`src/rtl/uart_tx_pkg.sv`:
```
package uart_tx_pkg;

    typedef enum logic [1:0] {
        TX_IDLE  = 2'd0,
        TX_START = 2'd1,
        TX_DATA  = 2'd2,
        TX_STOP  = 2'd3
    } tx_state_t;

endpackage

```
`src/rtl/uart_tx_hold.sv`:
```
module uart_tx_hold #(
    parameter int DATA_W = 8
) (
    input  logic              clk,
    input  logic              rst_n,
    input  logic              wr_en,
    input  logic [DATA_W-1:0] wr_data,
    input  logic              take,
    output logic              full,
    output logic [DATA_W-1:0] data
);

    // Single-entry holding stage; a write is accepted only while empty.
    always_ff @(posedge clk or negedge rst_n) begin
        if (!rst_n) begin
            full <= 1'b0;
            data <= '0;
        end else if (take) begin
            full <= 1'b0;
        end else if (wr_en && !full) begin
            full <= 1'b1;
            data <= wr_data;
        end
    end

endmodule

```
`src/rtl/uart_tx_tickcnt.sv`:
```
module uart_tx_tickcnt #(
    parameter int OVS = 16
) (
    input  logic clk,
    input  logic rst_n,
    input  logic clr,
    input  logic tick,
    output logic bit_done
);

    localparam int CNT_W = (OVS > 1) ? $clog2(OVS) : 1;
    localparam logic [CNT_W-1:0] LAST = CNT_W'(OVS - 1);

    logic [CNT_W-1:0] cnt;

    always_ff @(posedge clk or negedge rst_n) begin
        if (!rst_n) begin
            cnt <= '0;
        end else if (clr) begin
            cnt <= '0;
        end else if (tick) begin
            cnt <= (cnt == LAST) ? '0 : cnt + 1'b1;
        end
    end

    assign bit_done = tick && !clr && (cnt == LAST);

endmodule

```
`src/rtl/uart_tx_shift.sv`:
```
module uart_tx_shift
    import uart_tx_pkg::*;
#(
    parameter int DATA_W = 8
) (
    input  logic              clk,
    input  logic              rst_n,
    input  logic              hold_full,
    input  logic [DATA_W-1:0] hold_data,
    input  logic              bit_done,
    output logic              take,
    output logic              idle,
    output logic              txd
);

    localparam int BIT_W = (DATA_W > 1) ? $clog2(DATA_W) : 1;
    localparam logic [BIT_W-1:0] LAST_BIT = BIT_W'(DATA_W - 1);

    tx_state_t         state_q, state_d;
    logic [DATA_W-1:0] shreg;
    logic [BIT_W-1:0]  bitcnt;

    // Next-state logic
    always_comb begin
        state_d = state_q;
        unique case (state_q)
            TX_IDLE:  if (hold_full) state_d = TX_START;
            TX_START: if (bit_done)  state_d = TX_DATA;
            TX_DATA:  if (bit_done && bitcnt == LAST_BIT) state_d = TX_STOP;
            TX_STOP:  if (bit_done)  state_d = TX_IDLE;
        endcase
    end

    // State register and datapath
    always_ff @(posedge clk or negedge rst_n) begin
        if (!rst_n) begin
            state_q <= TX_IDLE;
            shreg   <= '0;
            bitcnt  <= '0;
        end else begin
            state_q <= state_d;
            if (take) begin
                shreg  <= hold_data;
                bitcnt <= '0;
            end else if (state_q == TX_DATA && bit_done) begin
                shreg  <= shreg >> 1;
                bitcnt <= bitcnt + 1'b1;
            end
        end
    end

    // Outputs
    always_comb begin
        take = 1'b0;
        idle = 1'b0;
        txd  = 1'b1;
        unique case (state_q)
            TX_IDLE: begin
                idle = 1'b1;
                take = hold_full;
            end
            TX_START: txd = 1'b0;
            TX_DATA:  txd = shreg[0];
            TX_STOP:  txd = 1'b1;
        endcase
    end

endmodule

```
`src/rtl/uart_tx_path.sv`:
```
module uart_tx_path #(
    parameter int DATA_W = 8,
    parameter int OVS    = 16
) (
    input  logic              clk,
    input  logic              rst_n,
    input  logic              tick,
    input  logic              wr_en,
    input  logic [DATA_W-1:0] wr_data,
    output logic              txd,
    output logic              thr_empty,
    output logic              tx_empty
);

    logic              hold_full;
    logic [DATA_W-1:0] hold_q;
    logic              load;
    logic              shift_idle;
    logic              bit_done;

    uart_tx_hold #(.DATA_W(DATA_W)) u_hold (
        .clk     (clk),
        .rst_n   (rst_n),
        .wr_en   (wr_en),
        .wr_data (wr_data),
        .take    (load),
        .full    (hold_full),
        .data    (hold_q)
    );

    uart_tx_tickcnt #(.OVS(OVS)) u_tickcnt (
        .clk      (clk),
        .rst_n    (rst_n),
        .clr      (load),
        .tick     (tick),
        .bit_done (bit_done)
    );

    uart_tx_shift #(.DATA_W(DATA_W)) u_shift (
        .clk       (clk),
        .rst_n     (rst_n),
        .hold_full (hold_full),
        .hold_data (hold_q),
        .bit_done  (bit_done),
        .take      (load),
        .idle      (shift_idle),
        .txd       (txd)
    );

    assign thr_empty = !hold_full;
    assign tx_empty  = !hold_full && shift_idle;

endmodule

```
`config.mk`:
```
export PLATFORM = sky130hd
export DESIGN_NAME = uart_tx_path
export DESIGN_NICKNAME = d
export VERILOG_FILES = /design/src/rtl/uart_tx_pkg.sv /design/src/rtl/uart_tx_hold.sv /design/src/rtl/uart_tx_tickcnt.sv /design/src/rtl/uart_tx_shift.sv /design/src/rtl/uart_tx_path.sv
export SDC_FILE = /design/constraint.sdc
export NUM_CORES = 1
export LEC_CHECK = 0
export ABC_CLOCK_PERIOD_IN_PS = 2700
export BUFFER_PORTS_ARGS = -buffer_cell sky130_fd_sc_hd__buf_2
export CORE_ASPECT_RATIO = 1.2
export CORE_UTILIZATION = 55
export CTS_CLUSTER_DIAMETER = 150
export CTS_CLUSTER_SIZE = 30
export DETAILED_ROUTE_END_ITERATION = 8
export PLACE_DENSITY = 0.72
export SLEW_MARGIN = 20
export SYNTH_ARGS = -nofsm -noshare
export SYNTH_HDL_FRONTEND = slang
export SYNTH_SLANG_ARGS = --single-unit
```
`constraint.sdc`:
```
create_clock -name clk -period 2.7 [get_ports clk]
set_input_delay 0.405 -clock clk [delete_from_list [all_inputs] [get_ports clk]]
set_output_delay 0.405 -clock clk [all_outputs]
set_load 0.03 [all_outputs]
```
==> Word level (Yosys, flattened, before mapping) <==
Index checks and enable logic that the tools add are counted.
Widths: inputs -> output; s select.
{ "word_totals": {"inputBits": 12, "regBits": 26, "word_cells": 49, "out_inout_bits": 3} }
{ "op_classes": {"muxes": 17, "n_eq_ne": 9, "bitwise_logic": 1, "addsub": 2, "n_reduce_logical": 14} }
{ "op_table": {"columns": ["cell", "n"], "rows": [
  ["$mux 8", 2],
  ["$mux 4", 3],
  ["$mux 2", 4],
  ["$pmux 2 s4", 1],
  ["$logic_and 1x1->1", 6],
  ["$mux 3", 2],
  ["$ne 2x1->1 const B", 3],
  ["$reduce_bool 2->1", 3],
  ["$add 4x1->4 const B", 1],
  ["$eq 2x2->1 const B", 2],
  ["$eq 4x4->1 const B", 1],
  ["$mux 1", 4],
  ["$reduce_and 4->1", 1],
  ["$add 3x1->3 const B", 1],
  ["$eq 3x3->1 const B", 1],
  ["$eq 2x1->1 const B", 1],
  ["$logic_not 1->1", 2],
  ["$logic_not 2->1", 1],
  ["$ne 2x2->1 const B", 1],
  ["$pmux 1 s2", 1],
  ["$reduce_and 2->1", 1],
  ["$not 1->1", 1]
]} }

==> Depth between registers and ports, before layout <==
Gate-level depths: netlist of run 1.
{ "logic_depth": {"word_depth": 8, "mapped_depth": 6, "mapped_depth_nobuf": 6} }

==> By module <==
From an unflattened synthesis of run 1, not the netlist that was laid out.
{ "hier_totals": {"cells_unflattened": 111, "area_unflattened_um2": 1273.7} }
{ "by_module_without_submodules": {"columns": ["mod", "seq_area_each_um2", "n_inst", "area_each_um2", "cells_per_inst"], "rows": [
  ["uart_tx_shift", 325.3, 1, 719.4, 68],
  ["uart_tx_hold", 225.2, 1, 341.6, 20],
  ["uart_tx_tickcnt", 100.1, 1, 202.7, 21],
  ["uart_tx_path", 0.0, 1, 10.0, 2]
]} }

==> Worst setup path after synthesis of run 1 <==
OpenSTA, ideal clock, no wires.
{ "synth_path": {"path_kind": "register to register", "startpoint": "reg u_shift.state_q[0]", "endpoint": "reg u_shift.state_q[1]", "setup_slack_ns": 0.909, "path_stages_with_launch": 7, "arrival_ns": 1.666, "period_less_slack_ns": 1.791, "setup_time_ns": 0.125, "t_required_ns": 2.575, "n_path_buf": 0, "cell_sequence": "dfrtp_1 inv_1 ha_1 nor2b_1 a21oi_1 o21a_1 mux2_4"} }
{ "synth_between": {"elab_chain_len": 8, "elab_cells_between_ends": 15, "classes_between": "eq/ne: 7; mux: 2; reduce/logical: 6"} }
{ "synth_rtl": {"columns": ["element", "line_no", "rtl"], "rows": [
  ["start, declared", "uart_tx_shift.sv:19", "tx_state_t state_q, state_d;"],
  ["start signal, assigned", "uart_tx_shift.sv:41", "state_q <= state_d;"],
  ["$logic_not 2->1", "uart_tx_shift.sv:26, uart_tx_shift.sv:57", null],
  ["$mux 1", "uart_tx_shift.sv:57", "unique case (state_q)"],
  ["$logic_not 1->1", "uart_tx_tickcnt.sv:26", "assign bit_done = tick && !clr && (cnt == LAST);"],
  ["$logic_and 1x1->1 (2 in series)", "uart_tx_tickcnt.sv:26", null],
  ["$logic_and 1x1->1", "uart_tx_shift.sv:29", "TX_DATA: if (bit_done && bitcnt == LAST_BIT) state_d = TX_STOP;"],
  ["$ne 2x1->1 (no source line)", null, null],
  ["$reduce_and 4->1 (no source line)", null, null]
]} }
Parallel ways exist; a longest one is shown, timed or not.
A chain may end at the register's enable or synchronous reset.

==> Worst setup path after layout of run 1 <==
{ "layout_path": {"startpoint": "reg u_shift.state_q[0]", "endpoint": "reg u_shift.shreg[6]"} }
{ "layout_between": {"elab_chain_len": 7, "elab_cells_between_ends": 9, "classes_between": "eq/ne: 1; mux: 2; reduce/logical: 6"} }
{ "layout_rtl": {"columns": ["element", "line_no", "rtl"], "rows": [
  ["$logic_not 2->1", "uart_tx_shift.sv:57", null],
  ["$mux 1", "uart_tx_shift.sv:57", null],
  ["$logic_not 1->1", "uart_tx_tickcnt.sv:26", null],
  ["$logic_and 1x1->1 (2 in series)", "uart_tx_tickcnt.sv:26", null],
  ["$logic_and 1x1->1", "uart_tx_shift.sv:45", "end else if (state_q == TX_DATA && bit_done) begin"],
  ["$reduce_bool 2->1 (no source line)", null, null],
  ["end signal, assigned", "uart_tx_shift.sv:43", "shreg <= hold_data;"],
  ["end signal, assigned", "uart_tx_shift.sv:46", "shreg <= shreg >> 1;"],
  ["end, declared", "uart_tx_shift.sv:20", "logic [DATA_W-1:0] shreg;"]
]} }
Parallel ways exist; a longest one is shown, timed or not.

==> results of run 1 <==
[per-layer routing]
layer | up-vias | track usage (%) | wire length (um)
li1 | 399 | - | -
met1 | 403 | 26.7 | 885
met2 | 22 | 33.1 | 992
met3 | 5 | 3.02 | 74
met4 | 0 | 7.58 | 34
met5 | - | 0 | 0
[metrics by stage]
stage / total power [mW] / utilization, % / instances / hold WS [ns]
floorplan: 1.10 / - / 108 / 0.109
global placement: 1.22 / 63.4 / 149 / 0.433
detailed placement: 1.26 / 63.4 / 149 / 0.425
CTS: 1.45 / 65.2 / 153 / 0.0594
global route: 1.56 / 65.2 / 153 / 0.0849
finish: 1.43 / 65.2 / 153 / 0.0561
[area by class of cell]
class                           instances  area [um2]  share of cell area [%]
Inverter                                5        18.8                    1.37
Sequential cell                        26         651                    47.7
Multi-Input combinational cell         73         544                    39.9
Clock buffer                            4        36.3                    2.66
Timing Repair Buffer                   15        77.6                    5.68
Tap cell                               30        37.5                    2.75
[state kept, by name (all words and copies together), names as in the netlist]
| register | count |
|---|---|
| u_hold.data | 8 |
| u_shift.bitcnt | 3 |
| u_tickcnt.cnt | 4 |
| u_shift.state_q | 2 |
| u_shift.shreg | 8 |
| u_hold.full | 1 |
[cells by family (layout without fill, tap and decap cells)]
logic type      Yosys count  count (layout)  synth area share, %
flops                    26              26                 52.5
mux                      19              19                 16.6
buf+inv                   9              24                 3.54
compound gates           16              16                 8.08
simple gates             29              29                 10.8
fa+ha+maj                 7               7                 7.07
xor+xnor                  2               2                 1.41
[final timing paths]
path | end | slack [ns]
max | u_shift.shreg[6]$_DFFE_PN0P_ | 0.75
max reg2reg | u_shift.shreg[6]$_DFFE_PN0P_ | 0.75
min | u_shift.state_q[1]$_DFFE_PN0P_ | 0.06
min reg2reg | u_shift.shreg[5]$_DFFE_PN0P_ | 0.50
min in group clk | u_hold.full$_DFFE_PN0P_ | 0.30
max in group asynchronous | u_hold.data[0]$_DFFE_PN0P_ | 2.28
[power by group]
part | leakage [nW] | total, mW | internal [mW] | switching (mW)
registers | 0.322 | 0.683 | 0.559 | 0.124
logic | 0.376 | 0.559 | 0.265 | 0.294
clock network | 0.0210 | 0.191 | 0.0825 | 0.109
total | 0.719 | 1.43 | 0.907 | 0.527
[cell usage after synthesis, types with 2 or more instances]
library cell and number:
sky130_fd_sc_hd__inv_1 5, sky130_fd_sc_hd__a311oi_1 2, sky130_fd_sc_hd__nor2_1 9, sky130_fd_sc_hd__mux2i_1 10, sky130_fd_sc_hd__a21oi_1 2, sky130_fd_sc_hd__o21ai_0 8, sky130_fd_sc_hd__buf_2 2, sky130_fd_sc_hd__mux2_2 8
sky130_fd_sc_hd__ha_1 7, sky130_fd_sc_hd__dfrtp_1 26, sky130_fd_sc_hd__xor2_1 2, sky130_fd_sc_hd__nor2b_1 2, sky130_fd_sc_hd__nand2_1 12
[worst register-to-register path: cells and delay by family, from the launching register on]
family,cells,cell delay [ns]
and+or+nand+nor,1,0.58
buffers and inverters,1,0.10
muxes,1,0.37
AOI/OAI and AO/OA,1,0.10
DFF,1,0.43
adders and majority gates,1,0.26
==> flow_summary.rst, run 1 <==
.. list-table::
   :header-rows: 1

   * - Metric
     - Value
   * - Status
     - finished clean
   * - Final instance area
     - about 1400 um2
   * - Peak supply drop
     - approximately 0.66 mV
   * - Critical Path Stages
     - 5
   * - Type of destination of the critical path
     - flop
   * - Clock-pin transition on the worst setup and hold timing paths
     - roughly 0.13 ns
   * - Vertical extent of the die
     - ~54 um
   * - Fmax
     - 0.514 GHz
   * - TritonRoute pass-1 iters
     - 4
   * - Per-cell via count in the routed design
     - around 5.4
   * - RSZ-0062 raised after global routing
     - no
   * - Number of max-slew violations in the final report
     - 0
   * - Routability cong.
     - 0.763
   * - Final setup vio count
     - 0
   * - Overall Global Routing Usage
     - roughly 20%
   * - Half-perimeter wire length of the detailed placement result
     - ~1.5 mm
   * - Share of the yosys chip area belonging to registers
     - approximately 53%
   * - Die area
     - roughly 2400 um2
   * - Max-cap viol count
     - 0
   * - Total negative slack for setup checks
     - 0 ns
   * - Hold-fix buffers at CTS
     - 0
   * - Count of buffers added by post-CTS timing repair for setup
     - 0
   * - First-pass GRT wire length
     - 3.46 mm
   * - Worst path slowest cell
     - sky130_fd_sc_hd__nand4_1
   * - Gates resized, CTS repair
     - 0
   * - Cells traversed along the worst timing path
     - inv_1, ha_1, nand4_1, mux2i_1, o21ai_0
   * - Source of the worst register-to-register timing path
     - u_shift.state_q[0]$_DFFE_PN0P_
   * - TritonCTS clock tree
     - done
   * - Power per cell area
     - roughly 1100 nW/um2
   * - Total standard cell area after synthesis
     - approximately 1200 um2
   * - Count of buffers from port buffering
     - 14
   * - Arrival time of the worst setup path
     - roughly 2.2 ns
   * - Number of synthesized register bits
     - 26
   * - Most common library cell in the layout ignoring fill and taps
     - sky130_fd_sc_hd__dfrtp_1
   * - Count of yosys warnings during synthesis
     - 0
   * - Total of fill cells in the finished design
     - ~180
   * - Number of buffers and inverters on the critical path
     - 1
   * - Congestion Overflow GR
     - 0
   * - Dominant cell type by area after synthesis
     - sky130_fd_sc_hd__dfrtp_1
   * - Worst-case clock skew
     - around 0.0026 ns
   * - Largest incremental delay on the critical path
     - 0.58 ns
   * - Portion of the clock cycle consumed by the worst path in the final layout
     - about 72%
   * - Minimum period implied by the final worst setup slack
     - a little under 2 ns
   * - Pre-CTS WS
     - ~0.74 ns
   * - Worst Reg-to-Reg Cells
     - 5
   * - Total number of vias
     - a little over 800
   * - Remaining antenna violation count
     - 0
   * - Clock Root Buffer
     - sky130_fd_sc_hd__clkbuf_4
   * - Routed WL per cell
     - around 13 um
   * - CTS H-Tree Depth
     - 1
   * - Share of the synthesized area in the top cell type
     - 52.5%
   * - Worst setup SP type
     - flop
   * - Largest delay contributor family on the critical path
     - simple AND/OR/NAND/NOR gates
   * - Placement row count
     - 18
   * - Required time at the endpoint of the critical path
     - 2.91 ns
   * - Final setup slack of the worst path
     - 0.753 ns
   * - Number of antenna cells inserted
     - 0
   * - Mapped Cells
     - approximately 110
   * - Cell Area, Placed
     - roughly 1300 um2
   * - Pin count of the biggest net entering global routing
     - 27
   * - Maximum count of clock buffers along a single path
     - 2
   * - Post-synthesis net count
     - between 100 and 150
   * - Commonest non-fill, non-tap cells in the layout
     - sky130_fd_sc_hd__dfrtp_1 (26), sky130_fd_sc_hd__buf_2 (14), sky130_fd_sc_hd__nand2_1 (12), sky130_fd_sc_hd__mux2i_1 (10), sky130_fd_sc_hd__nor2_1 (9)
   * - Chip width
     - between 40 and 50 um
   * - I/O pin count
     - 15
   * - Layout overhead on the synthesized area
     - 10.2%
   * - Num CTS Buffers
     - 3
   * - Dominant register cell in the synthesized netlist
     - sky130_fd_sc_hd__dfrtp_1
   * - Post-synthesis async set-or-reset flop share
     - 100%
   * - Post-detailed-route DRC marker count
     - 0
   * - Worst Setup SP
     - u_shift.state_q[0]$_DFFE_PN0P_
   * - Antenna violations before repair
     - 0
   * - Count of flip-flops with a built-in enable after synthesis
     - 0
   * - Vias in the first global route
     - ~800
   * - Placeable core region
     - between 2000 and 2500 um2
   * - Leakage
     - about 0.7 nW
   * - Fraction of final layout cells with drive strength greater than 1
     - 25.2%
   * - Path type of the worst min-delay path
     - input port to asynchronous set/reset pin
   * - Max-slew headroom at the worst pin
     - between 50% and 60%
   * - 1st-iter DRT viols
     - 18
   * - Worst Path Max Fanout
     - 11
   * - Slew of the pin with the lowest slew margin
     - 0.711 ns
   * - Layout Nets
     - 143
   * - Syn_area_per_cell
     - 11.5 um2
   * - Library cells used by synthesis
     - 26
   * - Worst-skew pair later-pin latency
     - 0.32 ns
   * - Final count of hold timing violations
     - 0
   * - Clock sink count
     - 26
   * - Class of the most critical setup path
     - flop to flop
   * - Top cells by area, synth
     - sky130_fd_sc_hd__dfrtp_1 (53%), sky130_fd_sc_hd__mux2i_1 (8.1%), sky130_fd_sc_hd__mux2_2 (7.3%)
   * - Final Routed Wirelength
     - 1.99 mm
   * - Initial core utilization
     - between 50% and 60%
No activity file was read; power rests on OpenSTA's default activity.
==> run 2, diff against run 1 <==
--- a/config.mk
+++ b/config.mk
@@ -5,7 +5,7 @@
 export SDC_FILE = /design/constraint.sdc
 export NUM_CORES = 1
 export LEC_CHECK = 0
-export ABC_CLOCK_PERIOD_IN_PS = 2700
+export ABC_CLOCK_PERIOD_IN_PS = 1800
 export BUFFER_PORTS_ARGS = -buffer_cell sky130_fd_sc_hd__buf_2
 export CORE_ASPECT_RATIO = 1.2
 export CORE_UTILIZATION = 55
==> constraint.sdc (replaced) <==
create_clock -name clk -period 1.8 [get_ports clk]
set_input_delay 0.27 -clock clk [delete_from_list [all_inputs] [get_ports clk]]
set_output_delay 0.27 -clock clk [all_outputs]
set_load 0.03 [all_outputs]
==> run 2 against run 1 <==
Net effect: cell area increased by 3.3%; sequential share of layout area is 1.5 points lower; final cell count up 2.6%; flip-flop and latch count stayed put; die area did not move; critical path type is now flop to primary output; highest routed layer unchanged.
==> flow_summary.rst, run 2 (synthesis gave the netlist of run 1 again) <==
.. list-table::
   :header-rows: 1

   * - Metric
     - Value
   * - Per-cell via count in the routed design
     - 5.30 (was 5.42)
   * - Clock sink count
     - 26 (unchanged)
   * - CTS H-Tree Depth
     - 1 (unchanged)
   * - Commonest non-fill, non-tap cells in the layout
     - sky130_fd_sc_hd__dfrtp_1 (26), sky130_fd_sc_hd__nand2_1 (12), sky130_fd_sc_hd__buf_2 (12), sky130_fd_sc_hd__mux2i_1 (10), sky130_fd_sc_hd__nor2_1 (9) (was sky130_fd_sc_hd__dfrtp_1 (26), sky130_fd_sc_hd__buf_2 (14), sky130_fd_sc_hd__nand2_1 (12), sky130_fd_sc_hd__mux2i_1 (10), sky130_fd_sc_hd__nor2_1 (9))
   * - 1st-iter DRT viols
     - 13 (was 18)
   * - TritonRoute pass-1 iters
     - 4 (unchanged)
   * - Fmax
     - 0.589 GHz
   * - Status
     - finished clean (unchanged)
   * - Total of fill cells in the finished design
     - 175 (unchanged)
   * - Slew of the pin with the lowest slew margin
     - 0.572 ns (was 0.711 ns)
   * - Post-detailed-route DRC marker count
     - 0 (unchanged)
   * - I/O pin count
     - 15 (unchanged)
   * - Final setup vio count
     - 0 (unchanged)
   * - Initial core utilization
     - 59.1% (unchanged)
   * - Placeable core region
     - 2090 um2 (unchanged)
   * - RSZ-0062 raised after global routing
     - yes (was no)
   * - Chip width
     - 45.3 um (unchanged)
   * - Placement row count
     - 18 (unchanged)
   * - Arrival time of the worst setup path
     - 1.43 ns (was 2.16 ns)
   * - Count of buffers added by post-CTS timing repair for setup
     - 0 (unchanged)
   * - Antenna violations before repair
     - 0 (unchanged)
   * - Remaining antenna violation count
     - 0 (unchanged)
   * - Final count of hold timing violations
     - 0 (unchanged)
   * - Area occupied by multi-input gates
     - 552 um2 (was 544 um2)
   * - Worst-case clock skew
     - 0.000959 ns (was 0.00257 ns)
   * - Type of destination of the critical path
     - primary output (was flop)
   * - Required time at the endpoint of the critical path
     - 1.53 ns (was 2.91 ns)
   * - Clock Root Buffer
     - sky130_fd_sc_hd__clkbuf_4 (unchanged)
   * - Total power
     - 2.20 mW (was 1.43 mW)
   * - Leakage
     - 0.736 nW (was 0.719 nW)
   * - Congestion Overflow GR
     - 0 (unchanged)
   * - Worst Path Max Fanout
     - 4 (was 11)
   * - Cell Area, Placed
     - 1350 um2 (was 1330 um2)
   * - Class of the most critical setup path
     - flop to primary output (was flop to flop)
   * - Most common library cell in the layout ignoring fill and taps
     - sky130_fd_sc_hd__dfrtp_1 (unchanged)
   * - Overall Global Routing Usage
     - 20.0% (was 20.1%)
   * - Count of buffers from port buffering
     - 14 (unchanged)
   * - Layout Nets
     - 147 (was 143)
   * - Cells traversed along the worst timing path
     - inv_1, ha_2, nor2b_2, clkbuf_4 (was inv_1, ha_1, nand4_1, mux2i_1, o21ai_0)
   * - Final instance area
     - 1410 um2 (was 1370 um2)
   * - Final Routed Wirelength
     - 2.06 mm (was 1.99 mm)
   * - Fraction of final layout cells with drive strength greater than 1
     - 29.1% (was 25.2%)
   * - Maximum count of clock buffers along a single path
     - 2 (unchanged)
   * - Worst-skew pair later-pin latency
     - 0.31 ns (was 0.32 ns)
   * - Utilization after layout
     - 67.3% (was 65.2%)
   * - Largest incremental delay on the critical path
     - 0.44 ns (was 0.58 ns)
   * - First-pass GRT wire length
     - 3.42 mm (was 3.46 mm)
   * - Number of max-slew violations in the final report
     - 0 (unchanged)
   * - Num CTS Buffers
     - 3 (unchanged)
   * - Routability cong.
     - 0.794 (was 0.763)
   * - Power per cell area
     - 1560 nW/um2 (was 1050 nW/um2)
   * - Non-filler cells, final
     - 157 (was 153)
   * - Max-cap viol count
     - 0 (unchanged)
   * - Top flop regs
     - u_hold.data (8), u_shift.shreg (8), u_tickcnt.cnt (4) (unchanged)
   * - Cell count after placement
     - 152 (was 149)
   * - Portion of the clock cycle consumed by the worst path in the final layout
     - 94.4%
   * - Layout overhead on the synthesized area
     - 13.8% (was 10.2%)
   * - Pin count of the biggest net entering global routing
     - 27 (unchanged)
   * - Vias in the first global route
     - 782 (was 821)
   * - Path type of the worst min-delay path
     - input port to flop (was input port to asynchronous set/reset pin)
   * - Worst path slowest cell
     - sky130_fd_sc_hd__dfrtp_1 (was sky130_fd_sc_hd__nand4_1)
   * - Total area of sequential cells
     - 651 um2 (unchanged)
   * - Hold path cells
     - 2
   * - Half-perimeter wire length of the detailed placement result
     - 1.47 mm (was 1.48 mm)
   * - Total number of vias
     - 832 (was 829)
   * - TritonCTS clock tree
     - done (unchanged)
   * - Worst setup SP type
     - flop (unchanged)
   * - Die area
     - 2450 um2 (unchanged)
   * - Max-slew headroom at the worst pin
     - 61.9% (was 52.5%)
   * - Peak supply drop
     - 1.16 mV (was 0.662 mV)
   * - Vertical extent of the die
     - 54.0 um (unchanged)
   * - Clock-pin transition on the worst setup and hold timing paths
     - 0.13 ns (about the same)
   * - Routed WL per cell
     - 13.1 um (was 13.0 um)
   * - Minimum period implied by the final worst setup slack
     - approximately 1.7 ns
   * - Number of antenna cells inserted
     - 0 (unchanged)
   * - Worst Reg-to-Reg Cells
     - 6 (was 5)
run 2: power breakdown:
group | switching (mW) | internal [mW]
logic | 0.457 | 0.445
clock network | 0.159 | 0.124
registers | 0.178 | 0.838
run 2: final cells by class:
type | count | area share, %
flip-flops and latches | 26 | 46.1
multi-input cells | 73 | 39.1
repair buffers | 19 | 8.16
well taps | 30 | 2.66
clock buffers | 4 | 2.57
inverters | 5 | 1.33
run 2: worst paths after layout:
check                                            endpoint                           start  slack, ns
setup / recovery                                 tx_empty  u_shift.state_q[1]$_DFFE_PN0P_       0.10
hold / removal                 u_hold.data[3]$_DFFE_PN0P_                      wr_data[3]       0.18
setup reg to reg           u_shift.state_q[1]$_DFFE_PN0P_  u_shift.state_q[1]$_DFFE_PN0P_       0.17
hold reg to reg              u_shift.shreg[7]$_DFFE_PN0P_      u_hold.data[7]$_DFFE_PN0P_       0.49
max in group asynchronous      u_hold.data[3]$_DFFE_PN0P_                           rst_n       0.95
min in group asynchronous         u_hold.full$_DFFE_PN0P_                           rst_n       0.47
run 2: layer usage:
layer / track usage [%] / vias up / routed length [um]
met1: 26.6 / 402 / 966
met2: 31.9 / 16 / 1010
met5: 0 / - / 0
met3: 2.68 / 4 / 61
met4: 10.1 / 0 / 22
li1: - / 410 / -
run 2: repair_timing:
item / CTS / global route
setup endpoints to repair: 0 / 2
hold endpoints to repair: 26 / 0
resized for setup: 0 / 5
hold buffers: 1 / 0
run 2: worst max-delay path, delay by kind of cell (launching register included):
family        cells  cell delay (ns)
fa+ha+maj         1             0.20
simple gates      1             0.17
flops             1             0.44
buf+inv           2             0.30
run 2: through the flow:
| step | TNS (ns) | hold WS (ns) | setup WS (ns) |
|---|---|---|---|
| global placement | 0 | 0.295 | 0.259 |
| floorplan | 0 | -0.0256 | 0.00917 |
| detailed placement | 0 | 0.297 | 0.174 |
| global route | -0.0110 | 0.147 | -0.0110 |
| CTS | 0 | 0.156 | 0.0434 |
| finish | 0 | 0.177 | 0.101 |
==> run 3, diff against run 2 <==
--- a/config.mk
+++ b/config.mk
@@ -16,4 +16,5 @@
 export SLEW_MARGIN = 20
 export SYNTH_ARGS = -nofsm -noshare
 export SYNTH_HDL_FRONTEND = slang
+export SYNTH_HIERARCHICAL = 1
 export SYNTH_SLANG_ARGS = --single-unit
==> run 3 against run 2 <==
Net effect: global-route usage is 0.49 points lower; critical endpoint is now u_shift/state_q[1]$_DFFE_PN0P_; via count is 5.4% higher; final cell count is 5.7% higher; first-iteration DRC count is 77% higher; fmax is 3.7% lower; register-to-register slack worse by 0.13 ns; worst setup slack worse by 0.065 ns; critical path depth is 3 higher; flip-flop and latch count stayed put; clock power is 40% higher; sequential share of layout area is 4.2 points lower.
==> flow_summary.rst, run 3 <==
.. list-table::
   :header-rows: 1

   * - Metric
     - Value
   * - Status
     - finished clean (unchanged)
   * - Fraction of final layout cells with drive strength greater than 1
     - 35.3% (was 29.1%)
   * - Count of yosys warnings during synthesis
     - 6 (was 0)
   * - Most used standard cells in the synthesized netlist
     - sky130_fd_sc_hd__dfrtp_1 (26), sky130_fd_sc_hd__nand2_1 (16), sky130_fd_sc_hd__mux2i_1 (10) (was sky130_fd_sc_hd__dfrtp_1 (26), sky130_fd_sc_hd__nand2_1 (12), sky130_fd_sc_hd__mux2i_1 (10))
   * - Congestion Overflow GR
     - 0 (unchanged)
   * - Post-synthesis async set-or-reset flop share
     - 100% (unchanged)
   * - Total number of vias
     - 877 (was 832)
   * - Max-slew headroom at the worst pin
     - 62.3% (was 61.9%)
   * - Arrival time of the worst setup path
     - 1.98 ns (was 1.43 ns)
   * - Dominant cell type by area after synthesis
     - sky130_fd_sc_hd__dfrtp_1 (unchanged)
   * - Initial core utilization
     - 60.2% (was 59.1%)
   * - Clock sink count
     - 26 (unchanged)
   * - Total negative slack for setup checks
     - 0 ns (unchanged)
   * - Top cells by area, synth
     - sky130_fd_sc_hd__dfrtp_1 (51%), sky130_fd_sc_hd__ha_1 (7.9%), sky130_fd_sc_hd__mux2i_1 (7.9%) (was sky130_fd_sc_hd__dfrtp_1 (53%), sky130_fd_sc_hd__mux2i_1 (8.1%), sky130_fd_sc_hd__mux2_2 (7.3%))
   * - Worst-case clock skew
     - 0.00464 ns (was 0.000959 ns)
   * - Worst setup SP type
     - flop (unchanged)
   * - Top flop regs
     - u_hold/data (8), u_shift/shreg (8), u_tickcnt/cnt (4) (was u_hold.data (8), u_shift.shreg (8), u_tickcnt.cnt (4))
   * - Portion of the clock cycle consumed by the worst path in the final layout
     - 98.0% (was 94.4%)
   * - Routed WL per cell
     - 13.2 um (was 13.1 um)
   * - Count of buffers from port buffering
     - 14 (unchanged)
   * - Peak supply drop
     - 1.18 mV (was 1.16 mV)
   * - RSZ-0062 raised after global routing
     - yes (unchanged)
   * - Final count of hold timing violations
     - 0 (unchanged)
   * - Num CTS Buffers
     - 3 (unchanged)
   * - Placeable core region
     - 2120 um2 (was 2090 um2)
   * - Area occupied by multi-input gates
     - 647 um2 (was 552 um2)
   * - Per-cell via count in the routed design
     - 5.28 (was 5.30)
   * - Die area
     - 2510 um2 (was 2450 um2)
   * - Slew of the pin with the lowest slew margin
     - 0.565 ns (was 0.572 ns)
   * - Number of antenna cells inserted
     - 0 (unchanged)
   * - Post-detailed-route DRC marker count
     - 0 (unchanged)
   * - Type of destination of the critical path
     - flop (was primary output)
   * - Cell with the most instances after synthesis
     - sky130_fd_sc_hd__dfrtp_1 (unchanged)
   * - Total area of sequential cells
     - 651 um2 (unchanged)
   * - Maximum count of clock buffers along a single path
     - 2 (unchanged)
   * - Mapped Cells
     - 111 (was 108)
   * - Minimum period implied by the final worst setup slack
     - 1.76 ns (was 1.70 ns)
   * - Share of the synthesized area in the top cell type
     - 51.1% (was 52.5%)
   * - Count of buffers added by post-CTS timing repair for setup
     - 0 (unchanged)
   * - Final Routed Wirelength
     - 2.19 mm (was 2.06 mm)
   * - Final setup vio count
     - 0 (unchanged)
   * - Chip width
     - 45.9 um (was 45.3 um)
   * - Number of max-slew violations in the final report
     - 0 (unchanged)
   * - Count of flip-flops with a built-in enable after synthesis
     - 0 (unchanged)
   * - TritonCTS clock tree
     - done (unchanged)
   * - 1st-iter DRT viols
     - 23 (was 13)
   * - Remaining antenna violation count
     - 0 (unchanged)
   * - Antenna violations before repair
     - 0 (unchanged)
   * - Overall Global Routing Usage
     - 19.5% (was 20.0%)
   * - Dominant register cell in the synthesized netlist
     - sky130_fd_sc_hd__dfrtp_1 (unchanged)
   * - Max-cap viol count
     - 0 (unchanged)
   * - Largest incremental delay on the critical path
     - 0.39 ns (was 0.44 ns)
   * - Fmax
     - 0.567 GHz (was 0.589 GHz)
   * - Most common library cell in the layout ignoring fill and taps
     - sky130_fd_sc_hd__dfrtp_1 (unchanged)
   * - Share of the yosys chip area belonging to registers
     - 51.1% (was 52.5%)
   * - Worst-skew pair later-pin latency
     - 0.32 ns (was 0.31 ns)
   * - Post-synthesis net count
     - 131 (was 127)
   * - Half-perimeter wire length of the detailed placement result
     - 1.53 mm (was 1.47 mm)
   * - Clock-pin transition on the worst setup and hold timing paths
     - 0.14 ns (was 0.13 ns)
   * - Layout Nets
     - 157 (was 147)
   * - Utilization after layout
     - 73.3% (was 67.3%)
   * - Number of synthesized register bits
     - 26 (unchanged)
   * - Commonest non-fill, non-tap cells in the layout
     - sky130_fd_sc_hd__dfrtp_1 (26), sky130_fd_sc_hd__buf_2 (15), sky130_fd_sc_hd__nand2_1 (15), sky130_fd_sc_hd__mux2i_1 (10), sky130_fd_sc_hd__o21ai_0 (9) (was sky130_fd_sc_hd__dfrtp_1 (26), sky130_fd_sc_hd__nand2_1 (12), sky130_fd_sc_hd__buf_2 (12), sky130_fd_sc_hd__mux2i_1 (10), sky130_fd_sc_hd__nor2_1 (9))
   * - Path type of the worst min-delay path
     - input port to flop (unchanged)
   * - Routability cong.
     - 0.695 (was 0.794)
   * - Layout overhead on the synthesized area
     - 21.8% (was 13.8%)
   * - Worst path slowest cell
     - sky130_fd_sc_hd__dfrtp_1 (unchanged)
   * - Cells traversed along the worst timing path
     - inv_2, ha_4, and2_4, nor3_4, o21ba_4, a211oi_4, mux2_4 (was inv_1, ha_2, nor2b_2, clkbuf_4)
   * - Pin count of the biggest net entering global routing
     - 27 (unchanged)
   * - TritonRoute pass-1 iters
     - 4 (unchanged)
   * - Leakage
     - 0.761 nW (was 0.736 nW)
   * - Syn_area_per_cell
     - 11.5 um2 (about the same)
   * - Required time at the endpoint of the critical path
     - 2.02 ns (was 1.53 ns)
   * - Total of fill cells in the finished design
     - 170 (was 175)
   * - First-pass GRT wire length
     - 3.44 mm (was 3.42 mm)
   * - CTS H-Tree Depth
     - 1 (unchanged)
   * - Vias in the first global route
     - 836 (was 782)
   * - Vertical extent of the die
     - 54.7 um (was 54.0 um)
   * - Clock Root Buffer
     - sky130_fd_sc_hd__clkbuf_4 (unchanged)
   * - Placement row count
     - 18 (unchanged)
   * - Worst Path Max Fanout
     - 7 (was 4)
   * - Class of the most critical setup path
     - flop to flop (was flop to primary output)
   * - Library cells used by synthesis
     - 24 (was 26)
   * - Total standard cell area after synthesis
     - 1270 um2 (was 1240 um2)
   * - I/O pin count
     - 15 (unchanged)
   * - Power per cell area
     - 1640 nW/um2 (was 1560 nW/um2)
-- run 3: cell types whose count changed after synthesis, sizes merged, moves of 2 or more --
cell	previous run	this run
buf	3	1
nand2	12	17
a311oi	2	0
a21oi	2	4
nor2	9	6
or3	0	2
-- run 3: layout make-up --
type                    count  share of cell area [%]
clock buffers               3                    1.45
clock inverters             1                    1.94
inverters                   4                   0.968
multi-input cells          78                    41.7
flip-flops and latches     26                    41.9
well taps                  30                    2.42
repair buffers             24                    9.60
-- run 3: path summary, 6_finish.rpt --
check	start	to	slack [ns]	cells after the start
min in group asynchronous	rst_n	u_shift/state_q[0]$_DFFE_PN0P_	0.46	2
max in group asynchronous	rst_n	u_shift/state_q[1]$_DFFE_PN0P_	0.97	2
worst max-delay path	u_shift/state_q[1]$_DFFE_PN0P_	u_shift/state_q[1]$_DFFE_PN0P_	0.04	7
worst min register to register	u_hold/data[7]$_DFFE_PN0P_	u_shift/shreg[7]$_DFFE_PN0P_	0.49	2
worst min-delay path	wr_data[4]	u_hold/data[4]$_DFFE_PN0P_	0.16	2
worst max register to register	u_shift/state_q[1]$_DFFE_PN0P_	u_shift/state_q[1]$_DFFE_PN0P_	0.04	7
-- run 3: per-layer routing --
layer | global-route usage [%] | wire length, um | part of all wire [%] | vias to the layer above
met3 | 3.30 | 47 | 2.2 | 4
met2 | 34.3 | 1130 | 52 | 13
li1 | - | - | - | 429
met1 | 23.2 | 984 | 45 | 431
met5 | 0 | 0 | 0 | -
met4 | 8.33 | 27 | 1.2 | 0
-- run 3: repair_timing --
item / in CTS / in global routing
hold buffers: 1 / 0
pin swaps: 0 / 0
resized for setup: 1 / 4
setup endpoints to repair: 1 / 10
cloned: 0 / 1
hold endpoints to repair: 26 / 0
-- run 3: through the flow --
step / cells / power [mW] / worst slack (ns) / hold slack, ns / instance area, um2
CTS: 165 / 2.53 / 0.00303 / 0.155 / 1520
global route: 166 / 2.74 / -0.0201 / 0.138 / 1550
finish: 166 / 2.55 / 0.0360 / 0.165 / 1550
detailed placement: 160 / 2.11 / 0.0515 / 0.300 / 1460
floorplan: 111 / 1.84 / -0.0705 / -0.0256 / 1330
global placement: 160 / 2.05 / 0.116 / 0.300 / 1460
-- run 3: logic make-up (layout without fill, tap and decap cells) --
group,Yosys count,after routing,share of synthesized area [%]
mux,19,19,15.8
xor+xnor,2,2,1.38
compound gates,17,17,9.14
flops,26,26,51.1
fa+ha+maj,8,8,7.86
buf+inv,7,32,2.65
simple gates,32,32,12.1
-- run 3: power by group --
group / internal (mW) / switching [mW]
sequential: 0.841 / 0.155
combinational: 0.575 / 0.581
clock: 0.225 / 0.170
-- run 3: critical path, delay by kind of cell, from the launching register on --
| family | cells | cell delay, ns |
|---|---|---|
| flops | 1 | 0.39 |
| compound gates | 2 | 0.38 |
| simple gates | 2 | 0.33 |
| mux | 1 | 0.33 |
| fa+ha+maj | 1 | 0.16 |
| buf+inv | 1 | 0.07 |
